==> src/rtl/smbus_tlow_pkg.sv <==
// Package: shared definitions for the SMBus clock-low timeout monitor.
// Assumes: three limits, indexed by limit_e; counter widths derive from limits.
package smbus_tlow_pkg;

    // Which time budget a counter tracks.
    typedef enum logic [1:0] {
        LIM_CONT = 2'd0,   // unbroken SCL low
        LIM_MEXT = 2'd1,   // cumulative master stretch
        LIM_SEXT = 2'd2    // cumulative slave stretch
    } limit_e;

    localparam int unsigned NUM_LIMITS = 3;

    // Bits needed to hold the values 0..lim inclusive.
    function automatic int unsigned cnt_width(input int unsigned lim);
        return (lim < 2) ? 1 : $clog2(lim + 1);
    endfunction

endpackage

==> src/rtl/tlow_sat_counter.sv <==
// Module: saturating cycle counter with a single-shot reach pulse.
// Counts cycles with inc=1 until it holds LIMIT, then stays there.
// reached is a one-cycle pulse, registered, in the cycle after the
// edge at which the count became LIMIT. clr has priority over inc.
// Assumes: LIMIT >= 1, WIDTH can hold LIMIT.
module tlow_sat_counter #(
    parameter int unsigned LIMIT = 4,
    parameter int unsigned WIDTH = 3
) (
    input  logic clk,
    input  logic rst_n,
    input  logic clr,
    input  logic inc,
    output logic reached,
    output logic at_limit
);

    localparam logic [WIDTH-1:0] LIM_V  = WIDTH'(LIMIT);
    localparam logic [WIDTH-1:0] LAST_V = WIDTH'(LIMIT - 1);

    logic [WIDTH-1:0] cnt;
    logic             step;

    // Purpose: decide whether this cycle advances the count.
    always_comb begin
        step = inc && (cnt != LIM_V);
    end

    // Purpose: count, saturate at LIMIT and flag the arrival once.
    always_ff @(posedge clk) begin
        if (!rst_n) begin
            cnt     <= '0;
            reached <= 1'b0;
        end else if (clr) begin
            cnt     <= '0;
            reached <= 1'b0;
        end else begin
            reached <= step && (cnt == LAST_V);
            if (step) begin
                cnt <= cnt + WIDTH'(1);
            end
        end
    end

    // Purpose: expose saturation for the parent and the checker.
    always_comb begin
        at_limit = (cnt == LIM_V);
    end

endmodule

==> src/rtl/tlow_flag_ctrl.sv <==
// Module: sticky timeout flag and role-dependent action requests.
// A hit (any counter reaching its limit) sets the flag and pulses one
// request selected by the current role. A software write of 0 clears
// the flag unless a hit arrives in the same cycle. enable=0 forces all
// outputs low.
// Assumes: hit is already a single-cycle pulse per event.
module tlow_flag_ctrl (
    input  logic clk,
    input  logic rst_n,
    input  logic enable,
    input  logic role_master,
    input  logic hit,
    input  logic wr_en,
    input  logic wr_data,
    output logic flag,
    output logic stop_req,
    output logic reset_req
);

    logic wr_clear;

    // Purpose: decode a clearing write (write-1 is ignored).
    always_comb begin
        wr_clear = wr_en && !wr_data;
    end

    // Purpose: hold the sticky flag; set beats clear, disable beats both.
    always_ff @(posedge clk) begin
        if (!rst_n) begin
            flag <= 1'b0;
        end else if (!enable) begin
            flag <= 1'b0;
        end else if (hit) begin
            flag <= 1'b1;
        end else if (wr_clear) begin
            flag <= 1'b0;
        end
    end

    // Purpose: pulse the recovery action that matches the role.
    always_ff @(posedge clk) begin
        if (!rst_n) begin
            stop_req  <= 1'b0;
            reset_req <= 1'b0;
        end else begin
            stop_req  <= enable && hit && role_master;
            reset_req <= enable && hit && !role_master;
        end
    end

endmodule

==> src/rtl/smbus_tlow_monitor.sv <==
// Module: SMBus clock-low timeout monitor (top).
// Runs three saturating counters: unbroken SCL low, master stretch total
// and slave stretch total. Any counter reaching its limit sets the
// timeout flag and requests a STOP (master) or a transfer reset (slave).
// Assumes: scl_in is already synchronised; start_det/stop_det and
// stretch_active come from the bus engine in the same clock domain.
module smbus_tlow_monitor #(
    parameter int unsigned TLOW_CYC = 25000,  // unbroken low limit
    parameter int unsigned MEXT_CYC = 10000,  // master stretch budget
    parameter int unsigned SEXT_CYC = 25000   // slave stretch budget
) (
    input  logic clk,
    input  logic rst_n,
    input  logic enable,
    input  logic scl_in,
    input  logic role_master,
    input  logic stretch_active,
    input  logic start_det,
    input  logic stop_det,
    input  logic flag_wr_en,
    input  logic flag_wr_data,
    output logic timeout_flag,
    output logic slave_reset_req,
    output logic master_stop_req
);
    import smbus_tlow_pkg::*;

    localparam int IDX_CONT = int'(LIM_CONT);
    localparam int IDX_MEXT = int'(LIM_MEXT);
    localparam int IDX_SEXT = int'(LIM_SEXT);

    logic [NUM_LIMITS-1:0] lim_inc;
    logic [NUM_LIMITS-1:0] lim_clr;
    logic [NUM_LIMITS-1:0] lim_reached;
    logic [NUM_LIMITS-1:0] lim_hit;
    logic                  msg_bound;
    logic                  any_reached;

    // Purpose: derive count and clear conditions for each budget.
    always_comb begin
        msg_bound = start_det || stop_det;
        lim_inc[IDX_CONT] = enable && !scl_in;
        lim_clr[IDX_CONT] = !enable || scl_in;
        lim_inc[IDX_MEXT] = enable && role_master && stretch_active;
        lim_clr[IDX_MEXT] = !enable || msg_bound;
        lim_inc[IDX_SEXT] = enable && !role_master && stretch_active;
        lim_clr[IDX_SEXT] = !enable || msg_bound;
    end

    // One counter per budget; stretch budgets trip only when exceeded.
    for (genvar gi = 0; gi < NUM_LIMITS; gi++) begin : g_lim
        localparam int unsigned LIM =
            (gi == IDX_CONT) ? TLOW_CYC :
            (gi == IDX_MEXT) ? MEXT_CYC + 1 : SEXT_CYC + 1;
        tlow_sat_counter #(
            .LIMIT (LIM),
            .WIDTH (cnt_width(LIM))
        ) u_cnt (
            .clk      (clk),
            .rst_n    (rst_n),
            .clr      (lim_clr[gi]),
            .inc      (lim_inc[gi]),
            .reached  (lim_reached[gi]),
            .at_limit (lim_hit[gi])
        );
    end

    // Purpose: merge the per-budget events into one hit.
    always_comb begin
        any_reached = |lim_reached;
    end

    tlow_flag_ctrl u_flag (
        .clk         (clk),
        .rst_n       (rst_n),
        .enable      (enable),
        .role_master (role_master),
        .hit         (any_reached),
        .wr_en       (flag_wr_en),
        .wr_data     (flag_wr_data),
        .flag        (timeout_flag),
        .stop_req    (master_stop_req),
        .reset_req   (slave_reset_req)
    );

endmodule

==> config.mk <==
export PLATFORM = sky130hd
export DESIGN_NAME = smbus_tlow_monitor
export DESIGN_NICKNAME = d
export VERILOG_FILES = /design/src/rtl/smbus_tlow_pkg.sv /design/src/rtl/tlow_sat_counter.sv /design/src/rtl/tlow_flag_ctrl.sv /design/src/rtl/smbus_tlow_monitor.sv
export SDC_FILE = /design/constraint.sdc
export NUM_CORES = 1
export LEC_CHECK = 0
export BUFFER_PORTS_ARGS = -buffer_cell sky130_fd_sc_hd__clkbuf_2
export CORE_ASPECT_RATIO = 0.75
export CORE_MARGIN = 2
export CORE_UTILIZATION = 50
export DETAILED_ROUTE_END_ITERATION = 7
export GPL_TIMING_DRIVEN = 0
export PLACE_DENSITY = 0.67
export SETUP_SLACK_MARGIN = 0.4
export SLEW_MARGIN = 20
export SYNTH_ARGS = -nofsm -noshare
export SYNTH_HDL_FRONTEND = slang
export SYNTH_HIERARCHICAL = 1
export SYNTH_SLANG_ARGS = --single-unit
==> constraint.sdc <==
create_clock -name clk -period 1.8 [get_ports clk]
set_input_delay 0.09 -clock clk [delete_from_list [all_inputs] [get_ports clk]]
set_output_delay 0.09 -clock clk [all_outputs]
set_load 0.005 [all_outputs]
**Word level (Yosys, flattened, before mapping)**

Index checks and enable logic that the tools add are counted.

- Add/subtract/negate cells: 3
- Eq/ne operators: 6
- Multiplexer cells: 2
- Bitwise operators: 1
- Reduce and logical (&&, ||, !) cells: 27

Operator list:

| cell | number |
|---|---|
| 15-bit by 1-bit adder with 15-bit output (second input constant) | 2 |
| 15-bit equality test (second input constant) | 2 |
| 15-bit != test (second input constant) | 2 |
| 1-bit logical AND | 15 |
| 14-bit by 1-bit adder with 14-bit output (second input constant) | 1 |
| 14-bit equality test (second input constant) | 1 |
| 14-bit != test (second input constant) | 1 |
| 1-bit logical NOT | 4 |
| 2-bit OR reduction | 2 |
| 1-bit logical OR | 3 |
| 3-bit OR reduction | 1 |
| 1-bit two-way mux | 2 |
| 2-bit AND reduction | 1 |
| 2-bit nonzero test | 1 |
| 1-bit inverter | 1 |

- Bits in registers: 50
- Word-level logic and storage cells: 48

**Logic depth before layout (Yosys ltp)**

Gate-level depths: netlist of the first run.

- Depth after elaboration: 5
- Depth in mapped cells: 7

**Hierarchy**

Netlist of the first run, hierarchy kept.

Modules (own cells, without submodules):

| module | times used | cells each | area an instance (um^2) |
|---|---|---|---|
| tlow_sat_counter (g_lim[2].u_cnt) | 1 | 93 | 808.3 |
| tlow_sat_counter (g_lim[0].u_cnt) | 1 | 95 | 799.5 |
| tlow_sat_counter (g_lim[1].u_cnt) | 1 | 87 | 747.0 |
| tlow_flag_ctrl | 1 | 10 | 100.1 |
| smbus_tlow_monitor | 1 | 6 | 43.8 |

**Worst setup path after synthesis of the first run**

Ideal clock, no wire load.

- Path type: flip-flop to flip-flop
- Start: register g_lim[1].u_cnt.cnt[1]
- End: register g_lim[1].u_cnt.cnt[2]
- Setup time: 0.070 ns
- Arrival time: 1.509 ns
- Required time: 1.730 ns
- Slack: 0.221 ns
- Cell stages (with the launch flop): 8
- Cell sequence: dfxtp_1 inv_1 ha_1 and3_1 and4_1 buf_6 or3_1 a21oi_1

- Cells in the longest elaborated chain, start to end: 2

Ends and longest elaborated chain:

| what | RTL line | source |
|---|---|---|
| start, declared | tlow_sat_counter.sv:21 | `logic [WIDTH-1:0] cnt;` |
| start signal, assigned | tlow_sat_counter.sv:40 | `cnt <= cnt + WIDTH'(1);` |
| parallel branches: the longest is 2 deep, another holds 14-bit by 1-bit adder with 14-bit output | - |  |

Several ways; the timed one is not identified.
A chain may end at the register's enable or synchronous reset.

**Final worst setup path of the first run**

- Start: register g_lim[0].u_cnt.cnt[1]
- End: register g_lim[0].u_cnt.cnt[2]

- Cells in the longest elaborated chain, start to end: 2

Ends and longest elaborated chain:

| what | RTL line |
|---|---|
| start, declared | tlow_sat_counter.sv:21 |
| start signal, assigned | tlow_sat_counter.sv:40 |
| parallel branches: the longest is 2 deep, another holds 15-bit by 1-bit adder with 15-bit output | - |

Several ways; the timed one is not identified.

==> results.md, run 1 <==
- GR Overflow Total: 0
- Detail Route Antenna Nets: 0
- H-tree depth: 2
- Area grow syn2layout: 31.6%
- Sw frac: 21.1%
- Static Leak: around 1.1 nW
- Mean Syn Cell Area: 8.59 sq um
- FF-to-FF Start: g_lim[0].u_cnt/cnt[1]
- Tmin final: 1.54 ns
- CP Launch Point: g_lim[0].u_cnt/cnt[1]
- CP endpoint kind: flop
- Final Cycle Share: 85.6%
- Layout cells sized above 1: 36.7%
- # DRC: 0
- Register bit total from synthesis: 50
- Vias: 2237
- FF/Latch Area: approximately 0.0011 sq mm
- CP Launch Type: flop
- 1st-pass router iterations: 4
- Sequential-to-total area share from yosys stat: 40.1%
- HP Class: in -> reg
- Fillcell total: 380
- Global placement routability congestion: 0.862
- Max cap viols: 0
- Area of the mapped netlist: 0.00250 sq mm
- Post-synth cell types: 44
- Die Wd: roughly 86 um
- TNS Setup: 0 ns
- Final Hold Viols: 0
- Largest net degree at the start of global routing: 15
- Initial antenna violation count: 0
- Worst-Margin Slew: 0.530 ns
- Mapped Cells: 291
- Vias/cell: 5.71
- Slew headroom: 64.6%
- TritonCTS clock tree: built
- # port buffers: 12
- Cell Rows: 22
- Clock power frac: 40.6%
- First-pass GRT wire length: a little over 9000 um
- R2R depth: 7
- Primary FF master, synth: dfxtp_1
- Status: completed
- YS warnings: 6
- Num CTS Buffers: 5
- Crit path max fanout: 3
- Worst-Skew Late Latency: 0.31 ns
- Io pins: 13
- Root Buffer: clkbuf_8
- Core area: 0.00484 sq mm
- Clk sinks: 50
- Comb pwr share: 3.1%
- RSZ-0062 raised after global routing: true
- WL/cell: roughly 15 um
- Post-synthesis net count: between 300 and 400
- Ys async rst share: 0%
- Crit path to: g_lim[0].u_cnt/cnt[2]
- Full die area: 0.00558 sq mm
- Number of flops mapped to enable cells by yosys: 0
- 1st-iter DRT viols: 136
- CTS clk-pin slew, worst paths: about 0.090 ns
- Pwr/cell area: 589 mW/mm^2
- Number of setup violations in the final report: 0
- Max Fclk: 649 MHz
- Final nets: 349
- Fin worst setup slack: between 0.2 and 0.3 ns
- Die H: ~65 um
- Starting density of the core: 51.6%
- Worst ir drop on vdd: 0.491 mV
- Psw: 409 uW
- Pint: roughly 1.5 mW
- Kind of critical path: reg -> reg
- Diode count: 0
- GRT Total Usage: about a fifth
- Final Max Slew Viols: 0
- Drt total wl: 5970 um
- Vias in the first global route: 1984
- Detail Placement HPWL: 3610 um
- Reg2reg setup slack: 0.26 ns
- Worst r2r dst: g_lim[0].u_cnt/cnt[2]
- CP required: about 2 ns
- Fin Clk Skew: 0.00912 ns
- Pre-CTS setup slack: 0.0903 ns
- Sequential share of power: 56.3%
- Max Buffers Root-to-Sink: 2
- CP arrival: 1.78 ns
- Multi-input logic area: approximately 0.0017 sq mm
## layout make-up
| type | instances | area share (%) |
|---|---|---|
| buffer | 9 | 1.60 |
| clock buffer | 7 | 2.32 |
| clock inverter | 1 | 0.913 |
| inverter | 14 | 1.60 |
| multi-input combinational | 218 | 52.3 |
| sequential | 50 | 32.3 |
| tap | 60 | 2.28 |
| timing repair buffer | 33 | 6.69 |
## synth_stat cells, types with 2 or more instances
cell type	number	area, sq um
nand3_2	2	20.0
xor2_1	12	105
nand4_1	11	68.8
nand2_1	24	90.1
and4_1	5	43.8
a21oi_1	20	100
ha_1	8	100
o21ai_0	12	60.1
buf_2	2	10.0
xnor2_1	12	105
nor3_1	6	30.0
and3b_1	3	26.3
or4_1	3	22.5
nand4_2	4	50.1
and3_1	3	18.8
and4bb_2	2	25.0
nand3_1	10	50.1
nor4b_1	2	17.5
nor2b_1	3	18.8
o31ai_1	3	22.5
and2_1	2	12.5
nand2b_1	3	18.8
nand3b_1	3	22.5
dfxtp_1	50	1000
inv_1	14	52.6
or3_1	13	81.3
nor2_1	28	105
clkbuf_1	5	18.8
a21o_1	2	15.0
nor4_1	10	62.6
## how the worst min path moves through the flow
stage / to / depth (start not counted) / slack [ns] / start
finish: u_flag/stop_req / 3 / 0.02 / role_master
detailed placement: u_flag/reset_req / 2 / 0.30 / role_master
global route: u_flag/stop_req / 3 / 0.03 / role_master
CTS: u_flag/stop_req / 3 / 0.01 / role_master
floorplan: u_flag/reset_req / 1 / 0.16 / role_master
global placement: u_flag/reset_req / 2 / 0.30 / role_master
## critical path: stages (launching register included)
cell and delay (ns):
dfxtp_4 0.36, inv_2 0.04, ha_4 0.15, and3b_1 0.15, and4_1 0.17, buf_2 0.13
or3_4 0.32, a21oi_2 0.15
## flip-flops by register name, summed over array words and instances, names as in the netlist
name / count
g_lim.u_cnt/cnt: 44
g_lim.u_cnt/reached: 3
u_flag/flag: 1
u_flag/reset_req: 1
u_flag/stop_req: 1
## kinds of logic (layout without fill, tap and decap cells)
logic type               Yosys count  count (layout)  synth area share (%)
AND/OR/NAND/NOR                  147             147                  35.1
flip-flops                        50              50                  40.1
AO/OA/AOI/OAI                     39              39                  8.41
XOR/XNOR                          24              24                  8.41
buffers and inverters             23              64                  4.01
adder cells (fa/ha/maj)            8               8                  4.01
## stage by stage
step	hold WS (ns)	area (sq um)	utilization (%)	power (mW)	std cells
2_1_floorplan	0.162	2510	-	1.16	291
3_3_place_gp	0.301	2650	54.7	1.18	363
3_5_place_dp	0.295	2650	54.7	1.18	363
4_1_cts	0.0128	3050	62.9	1.96	388
5_1_grt	0.0271	3290	67.9	2.00	392
6_report	0.0192	3290	67.9	1.94	392
## cells in the final DEF (no fill, tap or decap), types with 4 or more instances in the layout
master | synthesis | final
nor2_1 | 28 | 28
dfxtp_1 | 50 | 23
nand2_1 | 24 | 22
buf_4 | 1 | 20
dfxtp_2 | 0 | 16
a21oi_1 | 20 | 15
xnor2_1 | 12 | 12
xor2_1 | 12 | 12
clkbuf_2 | 0 | 12
or3_1 | 13 | 11
o21ai_0 | 12 | 11
nand4_1 | 11 | 11
dfxtp_4 | 0 | 11
inv_1 | 14 | 9
nand3_1 | 10 | 7
clkbuf_1 | 5 | 6
ha_4 | 0 | 6
clkbuf_8 | 0 | 5
inv_2 | 0 | 5
a21oi_2 | 0 | 5
nor4_4 | 0 | 5
nor3_1 | 6 | 5
and4_1 | 5 | 4
nand4_4 | 0 | 4
nand3_2 | 2 | 4
## per-layer routing
metal | routed length, um | vias up | global-route usage [%]
li1 | - | 1117 | -
met1 | 2880 | 1056 | 28.4
met2 | 2730 | 49 | 32.3
met3 | 224 | 15 | 4.52
met4 | 133 | 0 | 8.13
met5 | 0 | - | 0
## power groups by stage
stage	clock network, mW	logic (mW)	registers, mW
after floorplan	0	0.0279	1.13
after global placement	0	0.0502	1.13
after detailed placement	0	0.0508	1.13
after CTS	0.807	0.0565	1.10
after global routing	0.848	0.0657	1.09
final	0.787	0.0601	1.09
## timing repair
| action | in CTS | in global routing |
|---|---|---|
| buffers inserted | 16 | 4 |
| endpoints found under the hold margin | 1 | 0 |
| gates resized for setup | 41 | 46 |
| endpoints found under the setup margin | 22 | 25 |
| pin swaps | 16 | 12 |
| hold buffers | 1 | 0 |
(Power assumes the default switching activity.)
==> run 2, diff against run 1 <==
BUFFER_PORTS_ARGS = unset   (was -buffer_cell sky130_fd_sc_hd__clkbuf_2)
CORE_MARGIN = 5   (was 2)
DONT_BUFFER_PORTS = 1   (was unset)
PLACE_DENSITY = 0.68   (was 0.67)
clock period = 1.3 ns   (was 1.8 ns; I/O delays follow)
==> run 2 against run 1 <==
Effect of this change: the flow now finishes with violations (negative setup slack); routed wire length rose by 8.2%; critical path depth did not move; worst setup slack got worse by 0.51 ns; sequential power rose by 37%; cell count rose by 2.6%; die area rose by 17%; sequential share of layout area fell by 3.0 points; power rose by 37%; hold slack improved by 0.024 ns; flip-flop and latch count did not move; first-iteration DRC count fell by 26%; via count rose by 2.2%; critical endpoint unchanged; largest cell class unchanged.
==> results.md, run 2 (synthesized netlist as in run 1, its figures left out) <==
- Detail Route Antenna Nets: 0
- CTS clk-pin slew, worst paths: ~0.10 ns
- Worst ir drop on vdd: a little under 0.6 mV
- Vias: roughly 2300
- Flip-flop count of the largest register after layout: 44
- Num CTS Buffers: 5
- Clk sinks: 50
- HP Class: in -> reg
- Crit path max-delay cell type: dfxtp_4
- Fin Clk Skew: between 0.007 and 0.008 ns
- Worst-Skew Late Latency: 0.30 ns
- Detail Placement HPWL: 3680 um
- Layout cells sized above 1: 49.1%
- Vias/cell: 5.69
- Diode count: 0
- Starting density of the core: 51.3%
- Most common cell after layout, fill and taps aside: nor2_1
- Die H: around 70 um
- CP endpoint kind: flop
- DP Cell Count: around 350
- Area grow syn2layout: 49.9%
- Static Leak: roughly 1.4 nW
- Number of setup violations in the final report: 26
- CP Buf/Inv Count: 2
- Largest registers: g_lim.u_cnt/cnt: 44 flops, g_lim.u_cnt/reached: 3 flops
- CP Launch Type: flop
- Placed inst area: 0.00286 sq mm
- CP Depth: 7
- Pint: 2.09 mW
- Final Hold Viols: 0
- Root Buffer: clkbuf_8
- CP required: 1.53 ns
- FF/Latch Area: 0.00110 sq mm
- Io pins: 13
- Overall Power: between 2 and 3 mW
- 1st-iter DRT viols: 100
- Initial antenna violation count: 0
- Final Cycle Share: 119%
- Global placement routability congestion: 0.801
- Clock power frac: 40.7%
- Full die area: around 0.0065 sq mm
- Reg with most FFs: g_lim.u_cnt/cnt
- Status: complete, but fails checks
- CP arrival: 1.78 ns
- Max cap viols: 0
- CP max stage delay: roughly 0.38 ns
- Core area: roughly 0.005 sq mm
- Final Max Slew Viols: 0
- Fillcell total: 309
- Fin worst setup slack: -0.246 ns
- # port buffers: 0
- TritonCTS clock tree: built
- Tmin final: about 1.5 ns
- Pwr/cell area: 711 mW/mm^2
- H-tree depth: 2
- R2R depth: 7
- Fin cells: roughly 400
- GRT Total Usage: 19.5%
- Psw: 570 uW
- Finished Cell Area: 0.00375 sq mm
- # DRC: 0
- Final nets: roughly 360
- TNS Setup: -2.67 ns
- GR Overflow Total: 0
- Kind of critical path: reg -> reg
- Sequential share of power: a little under three fifths
- Max Buffers Root-to-Sink: 2
- Crit path max fanout: 4
- Most frequent cells in the layout: 27 x nor2_1, 21 x dfxtp_4, 21 x buf_4
- Comb pwr share: 3.4%
- Sw frac: a little over a fifth
- Largest net degree at the start of global routing: 16
- First-pass GRT wire length: 10300 um
- Crit path max-delay family: simple AND/OR/NAND/NOR gates
- RSZ-0062 raised after global routing: true
- Vias in the first global route: 2212
- WL/cell: approximately 16 um
- Slew headroom: 65.3%
- Hold path cells: 3
- Crit-path cells: inv_2 > ha_2 > and3b_1 > and4_1 > buf_6 > or3_4 > a21oi_2
- Die Wd: 91.6 um
- Multi-input logic area: 0.00191 sq mm
- Max Fclk: 647 MHz
- Worst-Margin Slew: 0.521 ns
- Drt total wl: 6460 um
- Cell Rows: 22
- Violated checks: negative setup slack
- 1st-pass router iterations: 4
-- run 2: cell count changes in the layout (fill, tap and decap cells not counted), moves of 5 or more --
cell / before / now
buf_6: 2 / 19
clkbuf_1: 6 / 1
clkbuf_2: 12 / 0
dfxtp_1: 23 / 16
dfxtp_4: 11 / 21
nand3_1: 7 / 2
nor3_1: 5 / 0
-- run 2: final timing paths --
| kind | slack, ns | start | end |
|---|---|---|---|
| max reg2reg | -0.25 | g_lim[0].u_cnt/cnt[1] | g_lim[0].u_cnt/cnt[2] |
| min | 0.04 | rst_n | g_lim[2].u_cnt/cnt[1] |
| max | -0.25 | g_lim[0].u_cnt/cnt[1] | g_lim[0].u_cnt/cnt[2] |
| min reg2reg | 0.50 | g_lim[0].u_cnt/cnt[14] | g_lim[0].u_cnt/cnt[14] |
-- run 2: cell type report --
type	instances	area share, %
clock inverters	3	1.07
inverters	14	1.47
clock buffers	5	1.84
repair buffers	43	11.2
flip-flops and latches	50	29.3
well taps	60	2.00
plain buffers	9	2.27
multi-input cells	218	50.9
-- run 2: stage by stage --
stage,setup WS (ns),utilization [%],hold WS (ns)
floorplan,-0.128,-,0.137
global placement,-0.210,58.7,0.145
global route,-0.332,76.9,0.0262
detailed placement,-0.231,58.7,0.149
CTS,-0.209,69.5,0.0208
finish,-0.246,76.9,0.0433
-- run 2: metal layers --
layer,GRT usage (%),part of all wire [%],vias to the layer above
li1,-,-,1145
met2,34.0,49,29
met5,0,0,-
met3,3.88,2.6,6
met4,4.52,1.0,0
met1,25.0,47,1106
-- run 2: power by group through the flow --
stage | clock (mW) | sequential [mW] | combinational [mW]
after floorplan | 0 | 1.56 | 0.0481
after global placement | 0 | 1.56 | 0.0602
after detailed placement | 0 | 1.56 | 0.0604
after CTS | 1.12 | 1.51 | 0.0812
after global routing | 1.20 | 1.49 | 0.0955
final | 1.08 | 1.49 | 0.0897
-- run 2: what timing repair did --
item | CTS | global route
hold buffers | 5 | 0
pin swaps | 26 | 32
endpoints found under the hold margin | 7 | 0
setup buffers | 24 | 14
setup endpoints to repair | 49 | 50
gates resized for setup | 46 | 54
-- run 2: worst reg2reg max path, cell delays in order, from the launching register on --
cell and delay [ns]:
dfxtp_4 0.38, inv_2 0.03, ha_2 0.16, and3b_1 0.15, and4_1 0.18, buf_6 0.12
or3_4 0.33, a21oi_2 0.14
==> run 3, diff against run 2 <==
ABC_AREA = 1   (was unset)
==> run 3 against run 2 <==
Effect of this change: the flow still finishes with violations (negative setup slack); sequential power is essentially flat; clock skew shrank 0.0052 ns; first-iteration DRC count grew 84%; routed wire length grew 32%; count of clock-buffer cells in the layout grew 2; area after synthesis grew 28%; die area grew 24%.
==> results.md, run 3 <==
- GR Overflow Total: 0
- Starting density of the core: around half
- Die Wd: 102 um
- Psw: 682 uW
- GRT Total Usage: approximately 20%
- R2R depth: 10
- 1st-pass router iterations: 5
- Mean Syn Cell Area: 6.25 sq um
- Num CTS Buffers: 5
- Clk sinks: 50
- Die H: 79.3 um
- WL/cell: 13.5 um
- Final nets: 570
- Clock power frac: 43.6%
- 1st-iter DRT viols: 184
- Final Hold Viols: 0
- Final Util: 70.8%
- # DRC: 0
- H-tree depth: 2
- First-pass GRT wire length: 13200 um
- Global placement routability congestion: 0.867
- CP arrival: 1.68 ns
- Root Buffer: clkbuf_8
- Worst-Skew Late Latency: 0.30 ns
- RSZ-0062 raised after global routing: true
- Final Max Slew Viols: 0
- Slew headroom: 55.6%
- # port buffers: 0
- Max Fclk: 701 MHz
- Kind of critical path: reg -> reg
- Cell Rows: 25
- Vias: 3334
- Worst-Margin Slew: around 0.67 ns
- Fin Clk Skew: 0.00262 ns
- YS warnings: 6
- CTS clk-pin slew, worst paths: roughly 0.1 ns
- CP Launch Type: flop
- Final Cycle Share: 110%
- Layout cells sized above 1: 36.9%
- Most frequent cells in the layout: 115 x nand2_1, 62 x nor2_1, 51 x inv_1
- HP Class: in -> reg
- Hold path cells: 4
- Most common cell after layout, fill and taps aside: nand2_1
- Post-synthesis net count: 530
- Fin worst setup slack: -0.127 ns
- Detail Route Antenna Nets: 0
- Initial antenna violation count: 0
- Status: complete, but fails checks
- Number of setup violations in the final report: 38
- Pint: 2.32 mW
- Largest net degree at the start of global routing: 16
- Sequential share of power: roughly half
- Vias/cell: 5.26
- Diode count: 0
- Io pins: 13
- Mapped Cells: 512
- Reg with most FFs: g_lim.u_cnt/cnt
- Area of the mapped netlist: 0.00320 sq mm
- Full die area: between 0.008 and 0.009 sq mm
- CP required: 1.56 ns
- Detail Placement HPWL: 5460 um
- TritonCTS clock tree: built
- Comb pwr share: 6.2%
- Pwr/cell area: 678 mW/mm^2
- Worst ir drop on vdd: roughly 0.75 mV
- Violated checks: negative setup slack
- Area grow syn2layout: 38.5%
- Largest registers: g_lim.u_cnt/cnt: 44 flops, g_lim.u_cnt/reached: 3 flops
- Static Leak: 1.65 nW
- Core area: 0.00626 sq mm
- Drt total wl: 8540 um
- Max cap viols: 0
- Max Buffers Root-to-Sink: 2
- Flip-flop count of the largest register after layout: 44
- Overall Power: between 3 and 4 mW
- Sw frac: 22.7%
- Vias in the first global route: 2819
- Crit path max fanout: 4
- CP endpoint kind: flop
- Tmin final: ~1.4 ns
run 3: per-layer routing:
| metal | up-vias | GRT usage (%) | share of wire (%) |
|---|---|---|---|
| met2 | 66 | 32.4 | 49 |
| met5 | - | 0 | 0 |
| met4 | 0 | 4.33 | 1.0 |
| met3 | 9 | 3.51 | 3.5 |
| li1 | 1699 | - | - |
| met1 | 1560 | 28.2 | 47 |
run 3: critical path, cell delays in order, from the launching register on:
cell	delay, ns
dfxtp_4	0.38
buf_6	0.11
ha_4	0.15
nand2_4	0.07
nor2_4	0.18
nand2_4	0.09
nor2_2	0.10
nand3_1	0.08
nand2_1	0.12
inv_2	0.04
nor2_2	0.06
run 3: metrics by stage:
| stage | setup WS (ns) | hold WS (ns) | TNS [ns] | area (sq um) | instances |
|---|---|---|---|---|---|
| after floorplan | 0.100 | 0.137 | 0 | 3380 | 512 |
| after global placement | -0.0918 | 0.141 | -0.585 | 3480 | 593 |
| after detailed placement | -0.0955 | 0.143 | -1.50 | 3480 | 593 |
| after CTS | -0.0654 | 0.0227 | -1.13 | 3890 | 618 |
| after global routing | -0.209 | 0.0773 | -4.57 | 4430 | 634 |
| final | -0.127 | 0.0517 | -1.66 | 4430 | 634 |
run 3: power by group through the flow:
| stage | Clock [mW] | Sequential [mW] | Combinational [mW] |
|---|---|---|---|
| 2_1_floorplan | 0 | 1.56 | 0.0903 |
| 3_3_place_gp | 0 | 1.56 | 0.116 |
| 3_5_place_dp | 0 | 1.56 | 0.117 |
| 4_1_cts | 1.34 | 1.53 | 0.152 |
| 5_1_grt | 1.40 | 1.51 | 0.204 |
| 6_report | 1.31 | 1.51 | 0.187 |
run 3: worst paths after layout:
check                        start                endpoint  slack (ns)
max          g_lim[2].u_cnt/cnt[1]  g_lim[2].u_cnt/cnt[12]       -0.13
min                          rst_n  g_lim[0].u_cnt/cnt[13]        0.05
max reg2reg  g_lim[2].u_cnt/cnt[1]  g_lim[2].u_cnt/cnt[12]       -0.13
min reg2reg  g_lim[1].u_cnt/cnt[7]   g_lim[1].u_cnt/cnt[7]        0.49
run 3: area by class of cell:
class                   instances  area (sq um)
flip-flops and latches         50          1080
well taps                      81           101
inverters                      69           274
clock inverters                 1          30.0
multi-input cells             379          2370
repair buffers                 33           349
plain buffers                  14           120
fillers                       499          1830
clock buffers                   7           108
run 3: repair_timing:
| item | in CTS | in global routing |
|---|---|---|
| gates resized for setup | 41 | 117 |
| hold buffers | 5 | 0 |
| pin swaps | 22 | 39 |
| endpoints found under the hold margin | 3 | 0 |
| buffers inserted | 9 | 14 |
| gates cloned | 3 | 2 |
| setup endpoints to repair | 47 | 47 |
